--- config.mk ---
export PLATFORM = sky130hd
export DESIGN_NAME = irq_nest_ctrl
export DESIGN_NICKNAME = d
export VERILOG_FILES = /design/src/rtl/irq_nest_ctrl.sv
export SDC_FILE = /design/constraint.sdc
export NUM_CORES = 1
export LEC_CHECK = 0
export CAP_MARGIN = 20
export CORE_ASPECT_RATIO = 1.2
export CORE_MARGIN = 1.5
export CORE_UTILIZATION = 39
export CTS_CLUSTER_SIZE = 24
export DETAILED_ROUTE_END_ITERATION = 10
export MAX_ROUTING_LAYER = met4
export PLACE_DENSITY = 0.84
export SLEW_MARGIN = 20
export SYNTH_ARGS = -nofsm -noshare
export SYNTH_HDL_FRONTEND = slang
export SYNTH_SLANG_ARGS = --single-unit
--- constraint.sdc ---
create_clock -name clk -period 1.95 [get_ports clk]
set_input_delay 0.39 -clock clk [delete_from_list [all_inputs] [get_ports clk]]
set_output_delay 0.39 -clock clk [all_outputs]
set_load 0.005 [all_outputs]
--- src/rtl/irq_nest_ctrl.sv ---
module irq_nest_ctrl #(
  parameter int NSRC       = 5,
  parameter int VEC_W      = 16,
  parameter int VEC_BASE   = 3,
  parameter int VEC_STRIDE = 8
) (
  input  logic             clk,
  input  logic             rst_n,
  input  logic [NSRC-1:0]  req,
  input  logic [NSRC-1:0]  src_en,
  input  logic [NSRC-1:0]  src_hi,
  input  logic             glb_en,
  input  logic             reti,
  output logic             take,
  output logic [VEC_W-1:0] vec_addr,
  output logic             busy_hi,
  output logic             busy_lo
);

  localparam int IW = (NSRC > 1) ? $clog2(NSRC) : 1;

  logic [NSRC-1:0] elig, cand_hi, cand_lo;
  logic            any_hi, any_lo, grant_hi, grant_lo;
  logic [IW-1:0]   idx_hi, idx_lo, idx_win;
  logic [VEC_W-1:0] vec_next;

  assign elig    = req & src_en & {NSRC{glb_en}};
  assign cand_hi = elig & src_hi;
  assign cand_lo = elig & ~src_hi;

  always_comb begin
    any_hi = 1'b0;
    any_lo = 1'b0;
    idx_hi = '0;
    idx_lo = '0;
    for (int i = NSRC - 1; i >= 0; i--) begin
      if (cand_hi[i]) begin
        any_hi = 1'b1;
        idx_hi = IW'(i);
      end
      if (cand_lo[i]) begin
        any_lo = 1'b1;
        idx_lo = IW'(i);
      end
    end
  end

  assign grant_hi = any_hi && !busy_hi;
  assign grant_lo = !grant_hi && any_lo && !busy_hi && !busy_lo;
  assign idx_win  = grant_hi ? idx_hi : idx_lo;
  assign vec_next = VEC_W'(VEC_BASE) + VEC_W'(VEC_STRIDE) * VEC_W'(idx_win);

  always_ff @(posedge clk or negedge rst_n) begin
    if (!rst_n) begin
      take     <= 1'b0;
      vec_addr <= '0;
      busy_hi  <= 1'b0;
      busy_lo  <= 1'b0;
    end else begin
      take <= grant_hi || grant_lo;
      if (grant_hi || grant_lo) vec_addr <= vec_next;
      if (reti) begin
        if (busy_hi) busy_hi <= 1'b0;
        else         busy_lo <= 1'b0;
      end
      if (grant_hi) busy_hi <= 1'b1;
      if (grant_lo) busy_lo <= 1'b1;
    end
  end

  p_take_needs_glb_r2: assert property (@(posedge clk) disable iff (!rst_n)
    take |-> $past(glb_en));

  p_no_take_in_hi_r7: assert property (@(posedge clk) disable iff (!rst_n)
    busy_hi |=> !take);

  p_hi_rise_on_take_r6: assert property (@(posedge clk) disable iff (!rst_n)
    $rose(busy_hi) |-> take);

  p_lo_rise_only_alone_r7: assert property (@(posedge clk) disable iff (!rst_n)
    $rose(busy_lo) |-> (take && !busy_hi));

  p_reti_clears_hi_r8: assert property (@(posedge clk) disable iff (!rst_n)
    (reti && busy_hi) |=> !busy_hi);

  p_lo_held_r8: assert property (@(posedge clk) disable iff (!rst_n)
    (busy_lo && !(reti && !busy_hi)) |=> busy_lo);

  p_vec_stable_r5: assert property (@(posedge clk) disable iff (!rst_n)
    !take |-> $stable(vec_addr));

endmodule

## Word level (Yosys, flattened, before mapping)

Index checks and enable logic that the tools add are counted.

| word-level totals | value |
|---|---|
| input bits | 19 |
| bits in writable memories | 0 |
| ROM bits | 0 |
| word-level logic and storage cells | 48 |
| register bits | 19 |
| bits in latches | 0 |
| memories kept | 0 |

| cells by class | value |
|---|---|
| magnitude comparators | 0 |
| shift-type cells | 0 |
| div/mod/pow operators | 0 |
| bitwise gates (word level) | 5 |
| multiplexer cells | 26 |
| multiply operators | 0 |
| $add $sub $neg | 1 |
| reduce and logical (&&, ||, !) cells | 11 |
| eq/ne operators | 1 |

Operators with widths:

| cell | count |
|---|---|
| $mux 3 | 11 |
| $and 5x5->5 | 4 |
| $mux 1 | 15 |
| $add 2x6->7 const A | 1 |
| $not 5->5 | 1 |
| $logic_and 1x1->1 | 4 |
| $reduce_bool 2->1 | 2 |
| $logic_not 1->1 | 3 |
| $ne 2x1->1 const B | 1 |
| $reduce_and 2->1 | 1 |
| $logic_or 1x1->1 | 1 |

## Longest topological paths before layout

Gate-level depths: netlist of run 1.

| logic depth | value |
|---|---|
| depth after elaboration | 15 |
| gate-level depth with buffers | 6 |
| depth with buffers taken out | 5 |

## Worst setup path before layout of run 1

Ideal clock, no wire load.

| timing | value |
|---|---|
| path type | input -> register |
| start point | in src_hi[2] |
| end point | reg vec_addr[4] |
| path slack | 0.398 ns |
| data arrival time | 1.426 ns |
| data required time | 1.823 ns |
| stages on the path | 5 |
| library setup time | 0.127 ns |
| cells stage by stage | and4_4 > nand2b_4 > or3_4 > o31ai_1 > a2bb2oi_1 |

| between the ends | value |
|---|---|
| word-level cells in the longest chain between the ends | 10 |
| elaborated cells on any way between the ends | 23 |
| classes of those cells | add/sub (1); mux (13); bitwise (3); reduce/logical (6) |

RTL lines:

| element | line | RTL |
|---|---|---|
| start, declared | 11 | `input logic [NSRC-1:0] src_hi,` |
| parallel branches: the longest is 10 deep, another holds $add 2x6->7 | -- |  |
| end signal, assigned | 61 | `if (grant_hi \|\| grant_lo) vec_addr <= vec_next;` |
| end, declared | 15 | `output logic [VEC_W-1:0] vec_addr,` |

Several ways; the timed one is not identified.
A chain may end at the register's enable or synchronous reset.

## Worst setup path in the final report of run 1

| timing | value |
|---|---|
| start point | in glb_en |
| end point | reg vec_addr[4] |

| between the ends | value |
|---|---|
| word-level cells in the longest chain between the ends | 13 |
| elaborated cells on any way between the ends | 29 |
| classes of those cells | add/sub (1); mux (19); bitwise (3); reduce/logical (6) |

RTL lines:

| element | line | RTL |
|---|---|---|
| start, declared | 12 | `input logic glb_en,` |
| $and 5x5->5 (*) | 27 | `assign elig = req & src_en & {NSRC{glb_en}};` |
| parallel branches: the longest is 12 deep, another holds $add 2x6->7 | -- |  |

Mark *: on every way between the ends.

==> flow_metrics.env, run 1 <==
export IMPL_status="completed"
export IMPL_die_area_um2=1830
export IMPL_crit_slowest_cell="clkdlybuf4s50_1"
export IMPL_clk_path_buf_depth=2
export IMPL_yosysTopAreaCellShare_pct=28.4
export IMPL_grt_overflow=0
export IMPL_numPortBuffers=26
export IMPL_synth_cell_types=26
export IMPL_synthTopCellsByArea="dfrtp_1, buf_4, nand4b_1, nand4_2, o21ai_0"
export IMPL_hold_ws_ns=0.385
export IMPL_dr_pass1_iters=4
export IMPL_numCtsBuffers=3
export IMPL_fin_nets=132
export IMPL_setup_viol=0
export IMPL_reg2reg_depth=5
export IMPL_setup_tns_ns=0
export IMPL_fp_dieW_um=39.3
export IMPL_synth_cells=67
export IMPL_reg2reg_from="busy_hi"
export IMPL_vdd_ir_drop_max_mv=0.253
export IMPL_cellPowerDensity_nw_per_um2=626
export IMPL_routedWlPerCell_um=10.9
export IMPL_cts_setup_buffers=0
export IMPL_yosysSeqAreaShare_pct=28.4
export IMPL_core_area_um2=1460
export IMPL_tritoncts="built"
export IMPL_cp_start_kind="primary input"
export IMPL_synth_top_area_cell="dfrtp_1"
export IMPL_cts_root_buf="clkbuf_4"
export IMPL_leakagePower_nw=0.454
export IMPL_num_vias=647
export IMPL_final_area_um2=1010
export IMPL_fin_crit_ns=1.79
export IMPL_final_common_cell="clkdlybuf4s50_1"
export IMPL_viasPerCell=5.02
export IMPL_fmax_mhz=558
export IMPL_critPathRequiredTime_ns=2.09
export IMPL_clock_latency_ns=0.25
export IMPL_arrival_ns=1.93
export IMPL_layoutNonFillerInstCount=129
export IMPL_placed_area_um2=982
export IMPL_layout_drive_gt1_share_pct=27.7
export IMPL_start_util_pct=42.1
export IMPL_drtAntennaViolNets=0
export IMPL_n_antenna_cell=0
export IMPL_finClkSkew_ns=0.000471
export IMPL_crit_path_max_incr_delay_ns=0.44
export IMPL_cpLargestDelayFamily="buffers and inverters"
export IMPL_area_growth_pct=63.5
export IMPL_antenna_found_initial=0
export IMPL_cts_hold_fix_buffers=0
export IMPL_wirelength_um=1400
export IMPL_h_tree_depth=1
export IMPL_hold_path_class="primary input to asynchronous set/reset pin"
export IMPL_crit_type="primary input to register"
export IMPL_dpl_cell_count=125
export IMPL_grt_pass1_wl_um=2250
export IMPL_grt_pass1_vias=608
export IMPL_first_iter_violations=8
export IMPL_synth_area_per_cell_um2=9.21
export IMPL_grt_max_degree=8
export IMPL_rsz0062_at_grt="no"
export IMPL_ys_ff_latch=7
export IMPL_finalHoldViolCount=0
export IMPL_drc=0
export IMPL_syn_area_um2=617
export IMPL_drv_slew=0
export IMPL_detailed_place_hpwl_um=1250
export IMPL_mostFrequentLayoutCells="clkdlybuf4s50_1, buf_4, conb_1, o21ai_0, dfrtp_1"
export IMPL_end_kind="register"
export IMPL_gr_usage_all_layers_pct=18.8
export IMPL_drv_cap=0
export IMPL_cts_resized=0
export IMPL_cts_clk_slew_worst_paths_ns=0.05
export IMPL_rr_endpoint="vec_addr[4]"
export IMPL_cts_sinks=7
export IMPL_die_h_um=46.6
export IMPL_place_gp_congestion=0.875
export IMPL_crit_buf_inv=2
export IMPL_io_pins=38
export IMPL_reg2reg_slack_ns=0.51
export IMPL_fin_crit_sh_pct=91.8
export IMPL_rows=15
export IMPL_yosys_warnings=0
export IMPL_crit_path_max_fanout=4
export IMPL_path_cells="clkdlybuf4s50_1, buf_4, nand4_2, nand2_4, or3_4, o31ai_1, a2bb2oi_1"
cells in the mapped netlist, drive strengths merged:
| cell | instances |
|---|---|
| a21oi | 2 |
| a2bb2oi | 2 |
| a31oi | 1 |
| and4 | 1 |
| buf | 13 |
| conb | 1 |
| dfrtp | 7 |
| inv | 3 |
| nand2 | 3 |
| nand2b | 1 |
| nand3 | 2 |
| nand4 | 6 |
| nand4b | 5 |
| nor2 | 5 |
| nor3 | 1 |
| nor4b | 1 |
| o21a | 1 |
| o21ai | 8 |
| o31ai | 2 |
| or2 | 1 |
| or3 | 1 |
per-layer routing:
layer	wire, µm	track usage, %	vias to the layer above
li1	-	-	317
met1	477	15.8	291
met4	31	12.4	0
met3	81	1.45	5
met5	0	-	-
met2	810	37.3	34
how the worst max path moves through the flow:
stage / cells past startpoint / to / from / slack, ns
finish: 7 / vec_addr[4] / glb_en / 0.16
global route: 8 / vec_addr[3] / glb_en / 0.09
CTS: 7 / vec_addr[4] / glb_en / 0.15
detailed placement: 7 / vec_addr[4] / glb_en / -0.10
global placement: 7 / vec_addr[4] / glb_en / -0.08
floorplan: 5 / vec_addr[4] / src_hi[2] / 0.40
state kept, by name, summed over array words and instances, names as in the netlist:
name and flops:
busy_lo 1, busy_hi 1, vec_addr 4, take 1
kinds of logic after synthesis:
| logic type | synth area share (%) |
|---|---|
| AO/OA/AOI/OAI | 19.7 |
| buffers and inverters | 18.3 |
| flip-flops | 28.4 |
| AND/OR/NAND/NOR | 33.1 |
| other | 0.608 |
area by class of cell:
type                       count  area (µm²)
fill                         129         455
timing repair buffer          44         408
tap                           17        21.3
multi-input combinational     54         367
inverter                       3        11.3
sequential                     7         175
clock buffer                   4        26.3
where the power goes:
part,switching [mW],leakage (nW),internal (mW),total [mW]
Clock,0.0556,0.0150,0.0782,0.134
Sequential,0.0238,0.0842,0.183,0.206
Combinational,0.109,0.355,0.181,0.291
Total,0.189,0.454,0.442,0.631
through the flow:
| stage | util, % | total power, mW | setup slack (ns) |
|---|---|---|---|
| 6_report | 68.9 | 0.631 | 0.159 |
| 5_1_grt | 68.9 | 0.674 | 0.0904 |
| 4_1_cts | 68.9 | 0.634 | 0.149 |
| 3_5_place_dp | 67.1 | 0.502 | -0.103 |
| 3_3_place_gp | 67.1 | 0.492 | -0.0755 |
| 2_1_floorplan | - | 0.339 | 0.398 |
Power figures use the tool's default switching activity.
==> inputs of run 2 (changes only) <==
CORE_MARGIN = unset   (was 1.5)
==> run 2 against run 1 <==
Flip-flop and latch count stayed put. Count of clock-buffer cells in the layout stayed put. Hold slack hardly changed. Critical path depth stayed put. Total power is 0.17% higher. Maximum frequency is 1.8% lower. Clock power is 3% lower. Clock skew is 0.0028 ns higher. Global-route usage is 1.9 points higher. Sequential share of layout area is 0.11 points lower. Setup slack worse by 0.032 ns. Die area is 4.6% lower. Critical path type unchanged. Critical endpoint unchanged. Largest cell class unchanged.
==> flow_metrics.env, run 2 (synthesis gave the netlist of run 1 again) <==
export IMPL_fin_crit_ns=1.82
export IMPL_viasPerCell=5.06
export IMPL_place_gp_congestion=0.845
export IMPL_final_common_cell="clkdlybuf4s50_1"
export IMPL_fmax_mhz=549
export IMPL_drv_slew=0
export IMPL_antenna_found_initial=0
export IMPL_first_iter_violations=4
export IMPL_wirelength_um=1440
export IMPL_fp_dieW_um=38.3
export IMPL_routed_wl_met2_um=844
export IMPL_crit_slowest_cell="clkdlybuf4s50_1"
export IMPL_cp_start_kind="primary input"
export IMPL_tritoncts="built"
export IMPL_routedWlPerCell_um=11.1
export IMPL_crit_path_max_incr_delay_ns=0.44
export IMPL_die_area_um2=1750
export IMPL_setup_viol=0
export IMPL_finClkSkew_ns=0.00328
export IMPL_mostFrequentLayoutCells="clkdlybuf4s50_1, buf_4, conb_1, o21ai_0, dfrtp_1"
export IMPL_fin_ws_ns=0.127
export IMPL_core_area_um2=1460
export IMPL_rr_endpoint="vec_addr[4]"
export IMPL_dr_pass1_iters=3
export IMPL_reg2reg_slack_ns=0.50
export IMPL_numCtsBuffers=3
export IMPL_hold_ws_ns=0.385
export IMPL_drc=0
export IMPL_cts_clk_slew_worst_paths_ns=0.05
export IMPL_largest_reg_flops=4
export IMPL_cellPowerDensity_nw_per_um2=623
export IMPL_dpl_worst_slack_ns=-0.131
export IMPL_crit_path_max_fanout=4
export IMPL_die_h_um=45.6
export IMPL_drt_met1_wl_um=523
export IMPL_grt_pass1_wl_um=2500
export IMPL_detailed_place_hpwl_um=1300
export IMPL_drtAntennaViolNets=0
export IMPL_vdd_ir_drop_max_mv=0.266
export IMPL_cts_root_buf="clkbuf_4"
export IMPL_clk_path_buf_depth=2
export IMPL_end_kind="register"
export IMPL_cts_hold_fix_buffers=0
export IMPL_cts_sinks=7
export IMPL_finalHoldViolCount=0
export IMPL_grt_max_degree=8
export IMPL_rsz0062_at_grt="no"
export IMPL_cp_startpoint="glb_en"
export IMPL_start_util_pct=42.1
export IMPL_routed_top_layer="met4"
export IMPL_leakagePower_nw=0.455
export IMPL_arrival_ns=1.95
export IMPL_dpl_cell_count=125
export IMPL_grt_overflow=0
export IMPL_critPathRequiredTime_ns=2.08
export IMPL_top_register="vec_addr"
export IMPL_io_pins=38
export IMPL_wl_met3_um=56
export IMPL_fin_util_pct=69.3
export IMPL_status="completed"
export IMPL_numPortBuffers=26
export IMPL_layoutNonFillerInstCount=129
export IMPL_clock_latency_ns=0.25
export IMPL_h_tree_depth=1
export IMPL_rows=15
export IMPL_num_vias=653
export IMPL_gr_usage_all_layers_pct=20.7
export IMPL_grt_pass1_vias=652
export IMPL_n_antenna_cell=0
export IMPL_area_growth_pct=64.5
export IMPL_layout_drive_gt1_share_pct=28.6
export IMPL_crit_type="primary input to register"
export IMPL_fin_nets=132
export IMPL_hold_path_class="primary input to asynchronous set/reset pin"
export IMPL_drv_cap=0
export IMPL_fin_crit_sh_pct=93.5
export IMPL_reg2reg_from="busy_hi"
export IMPL_reg2reg_depth=5
export IMPL_path_cells="clkdlybuf4s50_1, buf_4, nand4_2, nand2_4, or3_4, o31ai_1, a2bb2oi_1"
run 2: cell count changes in the layout (fill, tap and decap cells not counted):
cell     previous run  this run
nor4b_1             1         0
nor4b_2             0         1
run 2: power by group:
group / internal [mW] / switching [mW]
registers: 0.183 / 0.0235
clock network: 0.0780 / 0.0525
logic: 0.182 / 0.113
total: 0.443 / 0.189
run 2: how the worst max path moves through the flow:
stage | endpoint | slack (ns) | depth (start not counted)
finish | vec_addr[4] | 0.13 | 7
global placement | vec_addr[4] | -0.08 | 7
global route | vec_addr[3] | 0.04 | 8
floorplan | vec_addr[4] | 0.40 | 5
detailed placement | vec_addr[4] | -0.13 | 7
CTS | vec_addr[4] | 0.13 | 7
run 2: what timing repair did:
action,in CTS,in global routing
gates resized for setup,0,1
setup endpoints to repair,0,1
setup buffers,0,0
run 2: per-stage QoR:
stage / area, µm² / total power [mW] / TNS, ns
global route: 1010 / 0.675 / 0
detailed placement: 982 / 0.500 / -0.425
finish: 1010 / 0.632 / 0
floorplan: 654 / 0.339 / 0
CTS: 1010 / 0.635 / 0
global placement: 982 / 0.492 / -0.210
run 2: cell type report:
cell class / count / area (µm²)
Inverter: 3 / 11.3
Clock buffer: 4 / 26.3
Timing Repair Buffer: 44 / 408
Sequential cell: 7 / 175
Fill cell: 124 / 449
Multi-Input combinational cell: 54 / 373
Tap cell: 17 / 21.3
run 2: worst max-delay path: cells and delay by family:
kind,cells,cell delay (ns)
buffers and inverters,2,0.61
and+or+nand+nor,3,0.61
AOI/OAI and AO/OA,2,0.34
run 2: routing by layer:
layer | global-route usage (%) | vias up
li1 | - | 317
met1 | 18.7 | 301
met2 | 42.0 | 33
met3 | 2.94 | 2
met4 | 6.43 | 0
met5 | - | -
==> inputs of run 3 (changes only) <==
REMOVE_ABC_BUFFERS = 1   (was unset)
==> run 3 against run 2 <==
Global-route usage shrank 0.80 points. Clock power is essentially flat. Setup slack lost 0.030 ns. Register-to-register slack gained 0.05 ns. Critical path depth is the same. Final area shrank 6.5%. Flip-flop and latch count is the same. Cell count shrank 5.4%. Total power shrank 0.96%. Sequential power is essentially flat. Maximum frequency shrank 1.6%.
==> flow_metrics.env, run 3 (synthesis gave the netlist of run 1 again) <==
export IMPL_die_h_um=45.6
export IMPL_cts_resized=0
export IMPL_path_cells="clkdlybuf4s50_1, buf_4, nand4_2, nand2_4, or3_4, o31ai_2, a2bb2oi_1"
export IMPL_grt_pass1_wl_um=2330
export IMPL_crit_slowest_cell="clkdlybuf4s50_1"
export IMPL_viasPerCell=5.24
export IMPL_crit_buf_inv=2
export IMPL_vdd_ir_drop_max_mv=0.481
export IMPL_tritoncts="built"
export IMPL_reg2reg_from="busy_hi"
export IMPL_arrival_ns=1.99
export IMPL_clock_latency_ns=0.25
export IMPL_total_power_uw=626
export IMPL_crit_path_max_incr_delay_ns=0.45
export IMPL_fin_util_pct=64.8
export IMPL_finClkSkew_ns=0.00847
export IMPL_largest_reg_flops=4
export IMPL_drtAntennaViolNets=0
export IMPL_leakagePower_nw=0.421
export IMPL_numPortBuffers=26
export IMPL_fin_ws_ns=0.0975
export IMPL_fin_crit_sh_pct=95.0
export IMPL_rsz0062_at_grt="no"
export IMPL_mostFrequentLayoutCells="clkdlybuf4s50_1, conb_1, buf_4, o21ai_0, dfrtp_1"
export IMPL_top_register="vec_addr"
export IMPL_drv_slew=0
export IMPL_cpLargestDelayFamily="buffers and inverters"
export IMPL_cts_setup_buffers=0
export IMPL_antenna_found_initial=0
export IMPL_cellPowerDensity_nw_per_um2=660
export IMPL_setup_tns_ns=0
export IMPL_grt_max_degree=8
export IMPL_cts_clk_slew_worst_paths_ns=0.05
export IMPL_reg2reg_depth=5
export IMPL_num_vias=639
export IMPL_cts_root_buf="clkbuf_4"
export IMPL_area_growth_pct=53.8
export IMPL_die_area_um2=1750
export IMPL_grt_pass1_vias=615
export IMPL_dpl_worst_slack_ns=-0.152
export IMPL_wirelength_um=1520
export IMPL_place_gp_congestion=0.813
export IMPL_fmax_mhz=540
export IMPL_h_tree_depth=1
export IMPL_layout_drive_gt1_share_pct=23.8
export IMPL_crit_path_max_fanout=6
export IMPL_setup_viol=0
export IMPL_detailed_place_hpwl_um=1250
export IMPL_io_pins=38
export IMPL_cts_hold_fix_buffers=0
export IMPL_routedWlPerCell_um=12.4
export IMPL_hold_path_class="primary input to asynchronous set/reset pin"
export IMPL_n_antenna_cell=0
export IMPL_numCtsBuffers=3
export IMPL_dr_pass1_iters=4
export IMPL_finalHoldViolCount=0
export IMPL_critPathRequiredTime_ns=2.09
export IMPL_drv_cap=0
export IMPL_final_common_cell="clkdlybuf4s50_1"
export IMPL_gr_usage_all_layers_pct=19.9
export IMPL_reg2reg_slack_ns=0.55
export IMPL_rr_endpoint="vec_addr[4]"
export IMPL_core_area_um2=1460
export IMPL_grt_overflow=0
export IMPL_fin_crit_ns=1.85
export IMPL_fp_dieW_um=38.3
export IMPL_fin_nets=125
export IMPL_rows=15
export IMPL_first_iter_violations=12
export IMPL_clk_path_buf_depth=2
export IMPL_cts_sinks=7
export IMPL_status="completed"
export IMPL_cp_start_kind="primary input"
export IMPL_crit_type="primary input to register"
export IMPL_start_util_pct=42.1
export IMPL_drc=0
export IMPL_end_kind="register"
export IMPL_fillerInstances=122
-- run 3: worst max-delay path by stage --
| stage | start | end | slack (ns) | cells after the start |
|---|---|---|---|---|
| 6_report | glb_en | vec_addr[4] | 0.1 | 7 |
| 5_1_grt | glb_en | vec_addr[4] | 0.02 | 7 |
| 4_1_cts | glb_en | vec_addr[4] | 0.10 | 7 |
| 3_5_place_dp | glb_en | vec_addr[4] | -0.15 | 7 |
| 3_3_place_gp | src_hi[2] | vec_addr[4] | -0.11 | 6 |
| 2_1_floorplan | src_hi[2] | vec_addr[4] | 0.40 | 5 |
-- run 3: area by class of cell --
cell class / count / area, µm² / area share (%)
flip-flops and latches: 7 / 175 / 18.5
repair buffers: 37 / 343 / 36.1
inverters: 3 / 11.3 / 1.19
clock buffers: 4 / 26.3 / 2.77
well taps: 17 / 21.3 / 2.24
multi-input cells: 54 / 372 / 39.2
-- run 3: metrics by stage --
step                      area, µm²  hold slack, ns  cells
after floorplan                 553          0.0944     64
after global placement          917           0.475    118
after detailed placement        917           0.490    118
after CTS                       943           0.398    122
after global routing            948           0.422    122
final                           948           0.393    122
-- run 3: routing by layer --
layer | up-vias | wire, µm | track usage [%]
li1 | 303 | - | -
met1 | 305 | 616 | 20.9
met2 | 29 | 789 | 35.9
met3 | 2 | 100 | 7.35
met4 | 0 | 11 | 2.14
met5 | - | 0 | -
-- run 3: power by group --
group | leakage [nW] | switching, mW | internal, mW
Clock | 0.0150 | 0.0524 | 0.0780
Combinational | 0.321 | 0.116 | 0.174
Sequential | 0.0842 | 0.0231 | 0.183
-- run 3: worst register-to-register path: cells and delay by family, from the launching register on --
family | cells | cell delay, ns
and+or+nand+nor | 3 | 0.55
AOI/OAI and AO/OA | 2 | 0.34
DFF | 1 | 0.40
